File: src/rtl/tcTimerPkg.sv
package tcTimerPkg;
  localparam int BYTE_W  = 8;
  localparam int COUNT_W = 2 * BYTE_W;
  localparam int ADDR_W  = 2;

  // strobes from control to datapath
  typedef struct packed {
    logic load;    // take loadVal into the counter
    logic dec;     // decrement the counter
    logic clrOut;  // force the interrupt output low
  } tmrStrobe_t;
endpackage

File: src/rtl/tcTimerCtrl.sv
module tcTimerCtrl
  import tcTimerPkg::*;
#(
  parameter logic [ADDR_W-1:0] CTRL_ADDR = 2'b11,
  parameter logic [ADDR_W-1:0] DATA_ADDR = 2'b00
) (
  input  logic               clk,
  input  logic               rstN,
  input  logic               wrEn,
  input  logic [ADDR_W-1:0]  wrAddr,
  input  logic [BYTE_W-1:0]  wrData,
  input  logic               cntClk,
  input  logic               gate,
  input  logic               tcEvent,
  output tmrStrobe_t         strobe,
  output logic [COUNT_W-1:0] loadVal
);
  logic              cntClkQ;
  logic              bytePtrHigh;
  logic              runEn;
  logic              loadPend;
  logic              tcSeen;
  logic [BYTE_W-1:0] loLatch;
  logic              cntEdge;
  logic              ctrlWr;
  logic              dataWr;

  assign cntEdge = cntClk & ~cntClkQ;
  assign ctrlWr  = wrEn && (wrAddr == CTRL_ADDR);
  assign dataWr  = wrEn && (wrAddr == DATA_ADDR);

  always_comb begin
    strobe.load   = cntEdge && loadPend;
    strobe.dec    = cntEdge && gate && runEn && !loadPend;
    strobe.clrOut = ctrlWr || (dataWr && bytePtrHigh);
  end

  always_ff @(posedge clk) begin
    if (!rstN) begin
      cntClkQ     <= 1'b0;
      bytePtrHigh <= 1'b0;
      runEn       <= 1'b0;
      loadPend    <= 1'b0;
      tcSeen      <= 1'b0;
      loLatch     <= '0;
      loadVal     <= '0;
    end else begin
      cntClkQ <= cntClk;
      if (strobe.load) begin
        loadPend <= 1'b0;
        runEn    <= 1'b1;
      end
      if (tcEvent) tcSeen <= 1'b1;
      if (ctrlWr) begin
        bytePtrHigh <= 1'b0;
        runEn       <= 1'b0;
        loadPend    <= 1'b0;
        tcSeen      <= 1'b0;
      end else if (dataWr && !bytePtrHigh) begin
        loLatch     <= wrData;
        bytePtrHigh <= 1'b1;
        if (!tcSeen) runEn <= 1'b0;
      end else if (dataWr) begin
        loadVal     <= {wrData, loLatch};
        bytePtrHigh <= 1'b0;
        loadPend    <= 1'b1;
        runEn       <= 1'b0;
        tcSeen      <= 1'b0;
      end
    end
  end

  // control write resets the byte pointer and stops counting
  p_ctrl_resets_ptr_r3: assert property (@(posedge clk) disable iff (!rstN)
    ctrlWr |=> (!bytePtrHigh && !runEn && !loadPend));

  // low byte before terminal count stops counting
  p_low_halts_r4: assert property (@(posedge clk) disable iff (!rstN)
    (dataWr && !bytePtrHigh && !tcSeen) |=> !runEn);

  // low byte after terminal count keeps counting
  p_low_keeps_run_r5: assert property (@(posedge clk) disable iff (!rstN)
    (dataWr && !bytePtrHigh && tcSeen && runEn && !strobe.load) |=> runEn);

  // a pending load completes on the next count-clock edge
  p_load_arms_r6: assert property (@(posedge clk) disable iff (!rstN)
    (strobe.load && !wrEn) |=> (runEn && !loadPend));
endmodule

File: src/rtl/tcTimerDatapath.sv
module tcTimerDatapath
  import tcTimerPkg::*;
(
  input  logic               clk,
  input  logic               rstN,
  input  tmrStrobe_t         strobe,
  input  logic [COUNT_W-1:0] loadVal,
  output logic               tcEvent,
  output logic [COUNT_W-1:0] countNow,
  output logic               irqOut
);
  localparam logic [COUNT_W-1:0] ONE = COUNT_W'(1);

  assign tcEvent = strobe.dec && (countNow == ONE);

  always_ff @(posedge clk) begin
    if (!rstN) begin
      countNow <= '0;
      irqOut   <= 1'b0;
    end else begin
      if (strobe.load)      countNow <= loadVal;
      else if (strobe.dec)  countNow <= countNow - ONE;
      if (strobe.clrOut)    irqOut <= 1'b0;
      else if (tcEvent)     irqOut <= 1'b1;
    end
  end

  // counter holds without a load or decrement strobe
  p_hold_r7: assert property (@(posedge clk) disable iff (!rstN)
    (!strobe.load && !strobe.dec) |=> $stable(countNow));

  // load takes the assembled value
  p_load_value_r6: assert property (@(posedge clk) disable iff (!rstN)
    strobe.load |=> (countNow == $past(loadVal)));

  // wrap from zero to all ones
  p_wrap_r9: assert property (@(posedge clk) disable iff (!rstN)
    (strobe.dec && !strobe.load && countNow == '0) |=> (countNow == '1));

  // output stays high until cleared
  p_irq_holds_r8: assert property (@(posedge clk) disable iff (!rstN)
    (irqOut && !strobe.clrOut) |=> irqOut);

  // output rises only at terminal count
  p_irq_rise_r8: assert property (@(posedge clk) disable iff (!rstN)
    $rose(irqOut) |-> ($past(tcEvent) && countNow == '0));

  // clear strobe drives output low
  p_clr_low_r3: assert property (@(posedge clk) disable iff (!rstN)
    strobe.clrOut |=> !irqOut);
endmodule

File: src/rtl/tcTimer.sv
module tcTimer
  import tcTimerPkg::*;
#(
  parameter logic [1:0] CTRL_ADDR = 2'b11,
  parameter logic [1:0] DATA_ADDR = 2'b00
) (
  input  logic        clk,
  input  logic        rstN,
  input  logic        wrEn,
  input  logic [1:0]  wrAddr,
  input  logic [7:0]  wrData,
  input  logic        cntClk,
  input  logic        gate,
  output logic [15:0] countNow,
  output logic        irqOut
);
  tmrStrobe_t         strobe;
  logic [COUNT_W-1:0] loadVal;
  logic               tcEvent;

  tcTimerCtrl #(.CTRL_ADDR(CTRL_ADDR), .DATA_ADDR(DATA_ADDR)) i_ctrl (
    .clk(clk), .rstN(rstN), .wrEn(wrEn), .wrAddr(wrAddr), .wrData(wrData),
    .cntClk(cntClk), .gate(gate), .tcEvent(tcEvent),
    .strobe(strobe), .loadVal(loadVal)
  );

  tcTimerDatapath i_dp (
    .clk(clk), .rstN(rstN), .strobe(strobe), .loadVal(loadVal),
    .tcEvent(tcEvent), .countNow(countNow), .irqOut(irqOut)
  );

  // reset state visible at the ports
  p_reset_state_r1: assert property (@(posedge clk)
    !rstN |=> (!irqOut && countNow == '0));
endmodule

File: config.mk
export PLATFORM = sky130hd
export DESIGN_NAME = tcTimer
export DESIGN_NICKNAME = d
export VERILOG_FILES = /design/src/rtl/tcTimerPkg.sv /design/src/rtl/tcTimerCtrl.sv /design/src/rtl/tcTimerDatapath.sv /design/src/rtl/tcTimer.sv
export SDC_FILE = /design/constraint.sdc
export NUM_CORES = 1
export LEC_CHECK = 0
export CAP_MARGIN = 15
export CORE_ASPECT_RATIO = 0.8
export CORE_MARGIN = 2
export CORE_UTILIZATION = 28
export CTS_CLUSTER_SIZE = 28
export DETAILED_ROUTE_END_ITERATION = 6
export PLACE_DENSITY = 0.44
export SYNTH_ARGS = -nofsm -noshare
export SYNTH_HDL_FRONTEND = slang
export SYNTH_SLANG_ARGS = --single-unit
File: constraint.sdc
create_clock -name clk -period 2.5 [get_ports clk]
set_clock_uncertainty 0.05 [all_clocks]
set_input_delay 0.625 -clock clk [delete_from_list [all_inputs] [get_ports clk]]
set_output_delay 0.625 -clock clk [all_outputs]
set_load 0.005 [all_outputs]
## Word level (Yosys, flattened, before mapping)

Index checks and enable logic that the tools add are counted.

| operators by class | value |
|---|---|
| add/subtract/negate cells | 1 |
| equality and inequality tests | 2 |
| multiplexer cells | 14 |
| bitwise logic cells | 5 |
| reduce and logical (&&, ||, !) cells | 19 |

Operators with widths:

| operator | number |
|---|---|
| $mux W16 | 2 |
| $eq A16 B1 Y1 const B | 1 |
| $sub A16 B1 Y16 const B | 1 |
| $mux W1 | 12 |
| $logic_and A1 B1 Y1 | 9 |
| $not A1 Y1 | 4 |
| $reduce_bool A2 Y1 | 2 |
| $reduce_or A2 Y1 | 2 |
| $reduce_and A3 Y1 | 1 |
| $eq A2 B2 Y1 const B | 1 |
| $logic_not A1 Y1 | 2 |
| $logic_not A2 Y1 | 1 |
| $reduce_and A2 Y1 | 1 |
| $and A1 B1 Y1 | 1 |
| $logic_or A1 B1 Y1 | 1 |

| storage, ports and cells | value |
|---|---|
| bits in registers | 46 |
| word-level logic and storage cells | 50 |

## Longest topological paths before layout

Gate-level depths: netlist of the first run.

| logic depth | value |
|---|---|
| depth in word-level cells | 9 |
| gate-level depth with buffers | 7 |

## Modules after synthesis

From an unflattened synthesis of the first run, not the netlist that was laid out.

| second synthesis, totals | value |
|---|---|
| cells, all modules | 250 |
| area total of the unflattened synthesis | 2,127.0 um^2 |

By module, submodules not included:

| module | times used | cells an instance | area an instance (um^2) | sequential area each (um^2) |
|---|---|---|---|---|
| tcTimerCtrl | 1 | 138 | 1,171.1 | 580.6 |
| tcTimerDatapath | 1 | 112 | 955.9 | 340.3 |

## Worst setup path after synthesis of the first run

No wires, ideal clock.

| timing | value |
|---|---|
| kind | reg2reg |
| start point | register i_dp.countNow[2] |
| end point | register i_dp.countNow[11] |
| setup time | 0.128 ns |
| arrival | 1.839 ns |
| data required time | 2.322 ns |
| path slack | 0.484 ns |
| cell stages (with the launch flop) | 7 |
| buffers on the path | 1 |
| cells stage by stage | dfxtp_1 or4_1 buf_2 or4_4 o21ai_0 a21boi_0 o211ai_1 |

| on the way | value |
|---|---|
| cells in the longest elaborated chain, start to end | 3 |

Ends and longest elaborated chain:

| element | line | text |
|---|---|---|
| start: declaration | tcTimerDatapath.sv:9 | `output logic [COUNT_W-1:0] countNow,` |
| start signal: assignment | tcTimerDatapath.sv:21 | `if (strobe.load) countNow <= loadVal;` |
| start signal: assignment | tcTimerDatapath.sv:22 | `else if (strobe.dec) countNow <= countNow - ONE;` |
| $sub A16 B1 Y16 | tcTimerDatapath.sv:22 |  |
| $mux W16 | tcTimerDatapath.sv:22 |  |
| $mux W16 | tcTimerDatapath.sv:21 |  |

Every way passes these cells. The select of a mux whose other input is x is not followed.
A chain may end at the register's enable or synchronous reset.

## Worst setup path after layout of the first run

Ends and elaborated chain as after synthesis.

==> flow_summary.json, run 1 <==
{
  "io_buffers": 31,
  "ys_seq_area_frac": 0.4499,
  "rrSetupSlack_ns": 0.31,
  "final.fill_count": 730,
  "syn_nets": 274,
  "postCtsHoldBufs": 0,
  "drive_above_1_share": 0.09524,
  "run_status": "completed",
  "cp_max_fo": 7,
  "clkTransAtPathRegs_ns": 0.09,
  "wl_per_cell_um": 14.57,
  "hold_ws_ns": 0.4008,
  "wirelength_mm": 5.551,
  "grt_pass1_wl_mm": 9.094,
  "setup_viol": 0,
  "ff2ff_path_depth": 5,
  "rsz0062_at_grt": "no",
  "pwr_density_cell_nw_per_um2": 502.9,
  "ant_nets": 0,
  "yosys-top-cells-area": "dfxtp_1 (45%), nand2_1 (11%), a21oi_1 (10%)",
  "fmax_mhz": 456.0,
  "drc": 0,
  "synth.cell_area_um2": 2047,
  "drv_slew": 0,
  "peakVddDrop_v": 0.0002260,
  "first_global_vias": 1705,
  "total_power_mw": 1.310,
  "dp_hpwl_mm": 4.057,
  "antenna_found_initial": 0,
  "preCtsSetupSlack_ns": 0.08619,
  "worstMarginPinSlew_ns": 0.6106,
  "die_w_um": 99.60,
  "crit_required_ns": 2.64,
  "final.period_utilization": 0.8772,
  "clk_latency_ns": 0.31,
  "clockRootBuffer": "clkbuf_8",
  "final_nets": 310,
  "first_iter_violations": 87,
  "area_growth_pct": 27.26,
  "yosys_warnings": 0,
  "maxCapViolCount": 0,
  "hold_depth": 2,
  "grt_overflow": 0,
  "setup_tns_ns": 0,
  "yosys.area.top_type": "dfxtp_1",
  "synthCells": 257,
  "dr.pass1.iters": 4,
  "yosysTopAreaCellShare": 0.4499,
  "io_pins": 32,
  "worstSetupPathType": "reg2reg",
  "vias": 1831,
  "start_util": 0.2927,
  "die_y_um": 80.48,
  "cts_sinks": 46,
  "finalHoldViolCount": 0,
  "cts_tree": "done",
  "timing.final.ws_setup_ns": 0.3070,
  "synth_area_per_cell_um2": 7.965,
  "layout_common_cells": "nand2_1 (59), dfxtp_1 (46), a21oi_1 (41), clkdlybuf4s50_1 (31), nor2_1 (17)",
  "rows": 27,
  "grt_start_max_net_pins": 27,
  "vias_per_cell": 4.806,
  "grt_usage": 0.1465,
  "power_leakage_nw": 0.8938,
  "cts_buffers": 5,
  "arrival_ns": 2.33,
  "ctsResizeCount": 0,
  "fin_crit_ns": 2.193,
  "synth_cell_types": 39,
  "diodes": 0,
  "worst_hold_path_type": "reg2reg",
  "postCtsSetupRepairBufs": 0,
  "h-tree-depth": 2,
  "synth-seq-cells": 46,
  "dieArea_um2": 8015,
  "timing.slew.headroom": 0.5892,
  "mostFrequentLayoutCell": "nand2_1",
  "gp_congestion": 0.8985,
  "startpoint_type": "flip-flop",
  "worst_setup_path_end_kind": "flip-flop",
  "cts_buffer_depth": 2,
  "coreArea_um2": 6993
}
synth_stat cells, drive strengths merged:
cell      n
a21boi    1
a21oi    41
a221oi    2
a22o      1
a22oi     3
a2bb2oi   1
a32oi     5
and2      3
and3      2
buf       3
clkbuf   10
dfxtp    46
ha        2
inv       7
mux2      1
nand2    59
nand2b    2
nand3     6
nand4b    1
nor2     17
nor2b     2
nor3      7
nor3b     3
nor4      2
o211ai    5
o21a      1
o21ai     9
o22ai     4
or3       2
or4       4
xnor2     3
xor2      2
critical path: stages, from the launching register on:
cell,delay [ns]
dfxtp_1,0.38
or4_1,0.66
or4_4,0.52
o21ai_0,0.16
a21boi_0,0.19
o211ai_1,0.10
where the power goes:
group | switching [mW] | internal [mW]
Combinational | 0.0407 | 0.0386
Clock | 0.284 | 0.202
Sequential | 0.00532 | 0.740
sequential cells by signal (all words and copies together) (netlist names):
name,cells
i_ctrl.cntClkQ,1
i_ctrl.tcSeen,1
i_dp.countNow,16
i_ctrl.loadVal,16
i_dp.irqOut,1
i_ctrl.loadPend,1
i_ctrl.bytePtrHigh,1
i_ctrl.runEn,1
i_ctrl.loLatch,8
cells by family after synthesis:
kind of cell               count (synthesis)  synth area share
muxes                                      1          0.005501
xor gates and xnor gates                   5           0.02140
buffers and inverters                     20           0.03729
AOI/OAI and AO/OA                         73            0.2121
DFF                                       46            0.4499
and+or+nand+nor                          110            0.2616
adders and majority gates                  2           0.01222
per-stage QoR:
stage / instances / util / cell area (µm²)
finish: 381 / 0.3725 / 2605
global route: 381 / 0.3725 / 2605
CTS: 381 / 0.3725 / 2605
detailed placement: 373 / 0.3591 / 2511
global placement: 373 / 0.3591 / 2511
floorplan: 257 / - / 2047
worst paths after layout:
| check | startpoint | endpoint |
|---|---|---|
| worst max-delay path | i_dp.countNow[2] | i_dp.countNow[11] |
| worst min-delay path | i_dp.irqOut | i_dp.irqOut |
| worst max register to register | i_dp.countNow[2] | i_dp.countNow[11] |
| worst min register to register | i_dp.irqOut | i_dp.irqOut |
cell type report:
type | count | area, µm² | area share
clock buffer | 5 | 68.82 | 0.02642
clock inverter | 3 | 25.02 | 0.009606
inverter | 7 | 26.28 | 0.01009
multi-input combinational | 191 | 1050 | 0.4030
sequential | 46 | 920.9 | 0.3535
tap | 87 | 108.9 | 0.04179
timing repair buffer | 42 | 405.4 | 0.1556
layer usage:
layer	up-vias	wire length, µm	global-route usage
li1	970	-	-
met1	810	3161	0.2339
met2	46	2056	0.1932
met3	5	283	0.03046
met4	0	49	0.03699
met5	-	0	0
(Power assumes the default switching activity.)
==> run 2, diff against run 1 <==
Settings changed: CTS_CLUSTER_DIAMETER set to 50, PLACE_DENSITY 0.44 to 0.46.
Clock period 2.5 ns to 2 ns, I/O delays scaled along.
==> run 2 against run 1 <==
Effect of this change: non-clock buffer count grew 22; clock power rose by 80%; sequential power up 25%; design area is 9.8% higher; largest cell class unchanged.
==> flow_summary.json, run 2 (same netlist as run 1, synthesis figures left out) <==
{
  "run_status": "completed",
  "setup_viol": 0,
  "worst_hold_path_type": "reg2reg",
  "finalHoldViolCount": 0,
  "antenna_found_initial": 0,
  "drv_slew": 0,
  "ant_nets": 0,
  "io_buffers": 31,
  "power_leakage_nw": 1.038,
  "first_global_vias": 1817,
  "die_y_um": 80.48,
  "worstSetupPathType": "reg2reg",
  "vias": 2017,
  "clkTransAtPathRegs_ns": 0.09,
  "cts_sinks": 46,
  "clk_latency_ns": 0.31,
  "cts_buffers": 5,
  "cts_tree": "done",
  "top_regs": "i_ctrl.loadVal x16, i_dp.countNow x16, i_ctrl.loLatch x8",
  "coreArea_um2": 6993,
  "area_growth_pct": 39.67,
  "final_nets": 332,
  "grt_start_max_net_pins": 27,
  "pwr-share-comb": 0.060,
  "drc": 0,
  "rows": 27,
  "h-tree-depth": 2,
  "fin_crit_ns": 1.970,
  "rsz0062_at_grt": "yes",
  "power_frac_seq": 0.485,
  "setup_tns_ns": 0,
  "start_util": 0.2927,
  "swShare": 0.2098,
  "startpoint_type": "flip-flop",
  "wl_per_cell_um": 14.03,
  "final.period_utilization": 0.9850,
  "mostFrequentLayoutCell": "nand2_1",
  "intPower_mw": 1.518,
  "stdcell_area_um2": 2859,
  "gp_congestion": 0.8616,
  "cts_buffer_depth": 2,
  "drive_above_1_share": 0.1867,
  "clockRootBuffer": "clkbuf_8",
  "dr.pass1.iters": 5,
  "postPlaceCellArea_um2": 2686,
  "final_cells": 403,
  "die_w_um": 99.60,
  "layout_common_cells": "nand2_1 (59), dfxtp_1 (42), a21oi_1 (39), clkdlybuf4s50_1 (31), buf_4 (30)",
  "grt_usage": 0.1516,
  "diodes": 0,
  "worstMarginPinSlew_ns": 0.3681,
  "pwr_density_cell_nw_per_um2": 672.1,
  "io_pins": 32,
  "wirelength_mm": 5.656,
  "dieArea_um2": 8015,
  "fmax_mhz": 507.6,
  "grt_pass1_wl_mm": 9.390,
  "vias_per_cell": 5.005,
  "dp_hpwl_mm": 4.158,
  "postCtsHoldBufs": 0,
  "peakVddDrop_v": 0.0002333,
  "timing.slew.headroom": 0.7543,
  "cp_max_fo": 3,
  "grt_overflow": 0,
  "pwr-share-clk": 0.455,
  "dp.cells": 394,
  "switchingPower_mw": 0.4031,
  "first_iter_violations": 116,
  "final_util": 0.4088,
  "maxCapViolCount": 0,
  "arrival_ns": 2.12,
  "worst_setup_path_end_kind": "flip-flop",
  "crit_required_ns": 2.15
}
-- run 2: worst max-delay path, cell delays in order (launching register included) --
cell and delay (ns):
dfxtp_2 0.33, or4_4 0.52, or3_4 0.42, buf_6 0.13
nor3b_2 0.19, xnor2_1 0.13, o22ai_1 0.08
-- run 2: per-stage QoR --
stage | worst slack [ns] | hold slack [ns] | total power [mW]
after floorplan | -0.007893 | 0.3757 | 0.9973
after global placement | -0.1645 | 0.3802 | 1.068
after detailed placement | -0.2096 | 0.3884 | 1.067
after CTS | 0.01695 | 0.4024 | 1.940
after global routing | -0.02400 | 0.4224 | 1.994
final | 0.03005 | 0.4102 | 1.921
-- run 2: repair_timing --
action	4_1_cts	5_1_grt
pin swaps	1	8
endpoints found under the setup margin	4	7
gates resized for setup	1	8
buffers inserted	0	1
-- run 2: worst paths after layout --
check        cells after the start               from  slack [ns]           endpoint
min reg2reg                      2  i_ctrl.loLatch[5]        0.41  i_ctrl.loadVal[5]
min                              2  i_ctrl.loLatch[5]        0.41  i_ctrl.loadVal[5]
max                              6   i_dp.countNow[7]        0.03  i_dp.countNow[14]
max reg2reg                      6   i_dp.countNow[7]        0.03  i_dp.countNow[14]
-- run 2: power by group through the flow --
stage / Combinational (mW) / Clock, mW / Sequential [mW]
2_1_floorplan: 0.0466 / 0 / 0.951
3_3_place_gp: 0.115 / 0 / 0.953
3_5_place_dp: 0.115 / 0 / 0.953
4_1_cts: 0.115 / 0.893 / 0.931
5_1_grt: 0.126 / 0.934 / 0.933
6_report: 0.116 / 0.875 / 0.931
-- run 2: final cells by class --
class                           instances  area, µm²
Fill cell                             710       4134
Multi-Input combinational cell        191       1069
Sequential cell                        46      925.9
Timing Repair Buffer                   64      586.8
Tap cell                               87      108.9
Clock buffer                            6      82.58
Clock inverter                          2      60.06
Inverter                                7      26.28
-- run 2: per-layer routing --
layer / wire length [µm] / vias up / track usage
met5: 0 / - / 0
met1: 2981 / 923 / 0.2315
met4: 74 / 0 / 0.04658
met3: 365 / 8 / 0.04178
met2: 2234 / 71 / 0.2014
li1: - / 1015 / -
==> run 3, diff against run 2 <==
Settings changed: CTS_BUF_LIST set to sky130_fd_sc_hd__clkbuf_4 sky130_fd_sc_hd__clkbuf_8, GPL_ROUTABILITY_DRIVEN set to 0.
==> results of run 3 <==
Final layout, timing and power as in run 2 (identical DEF).
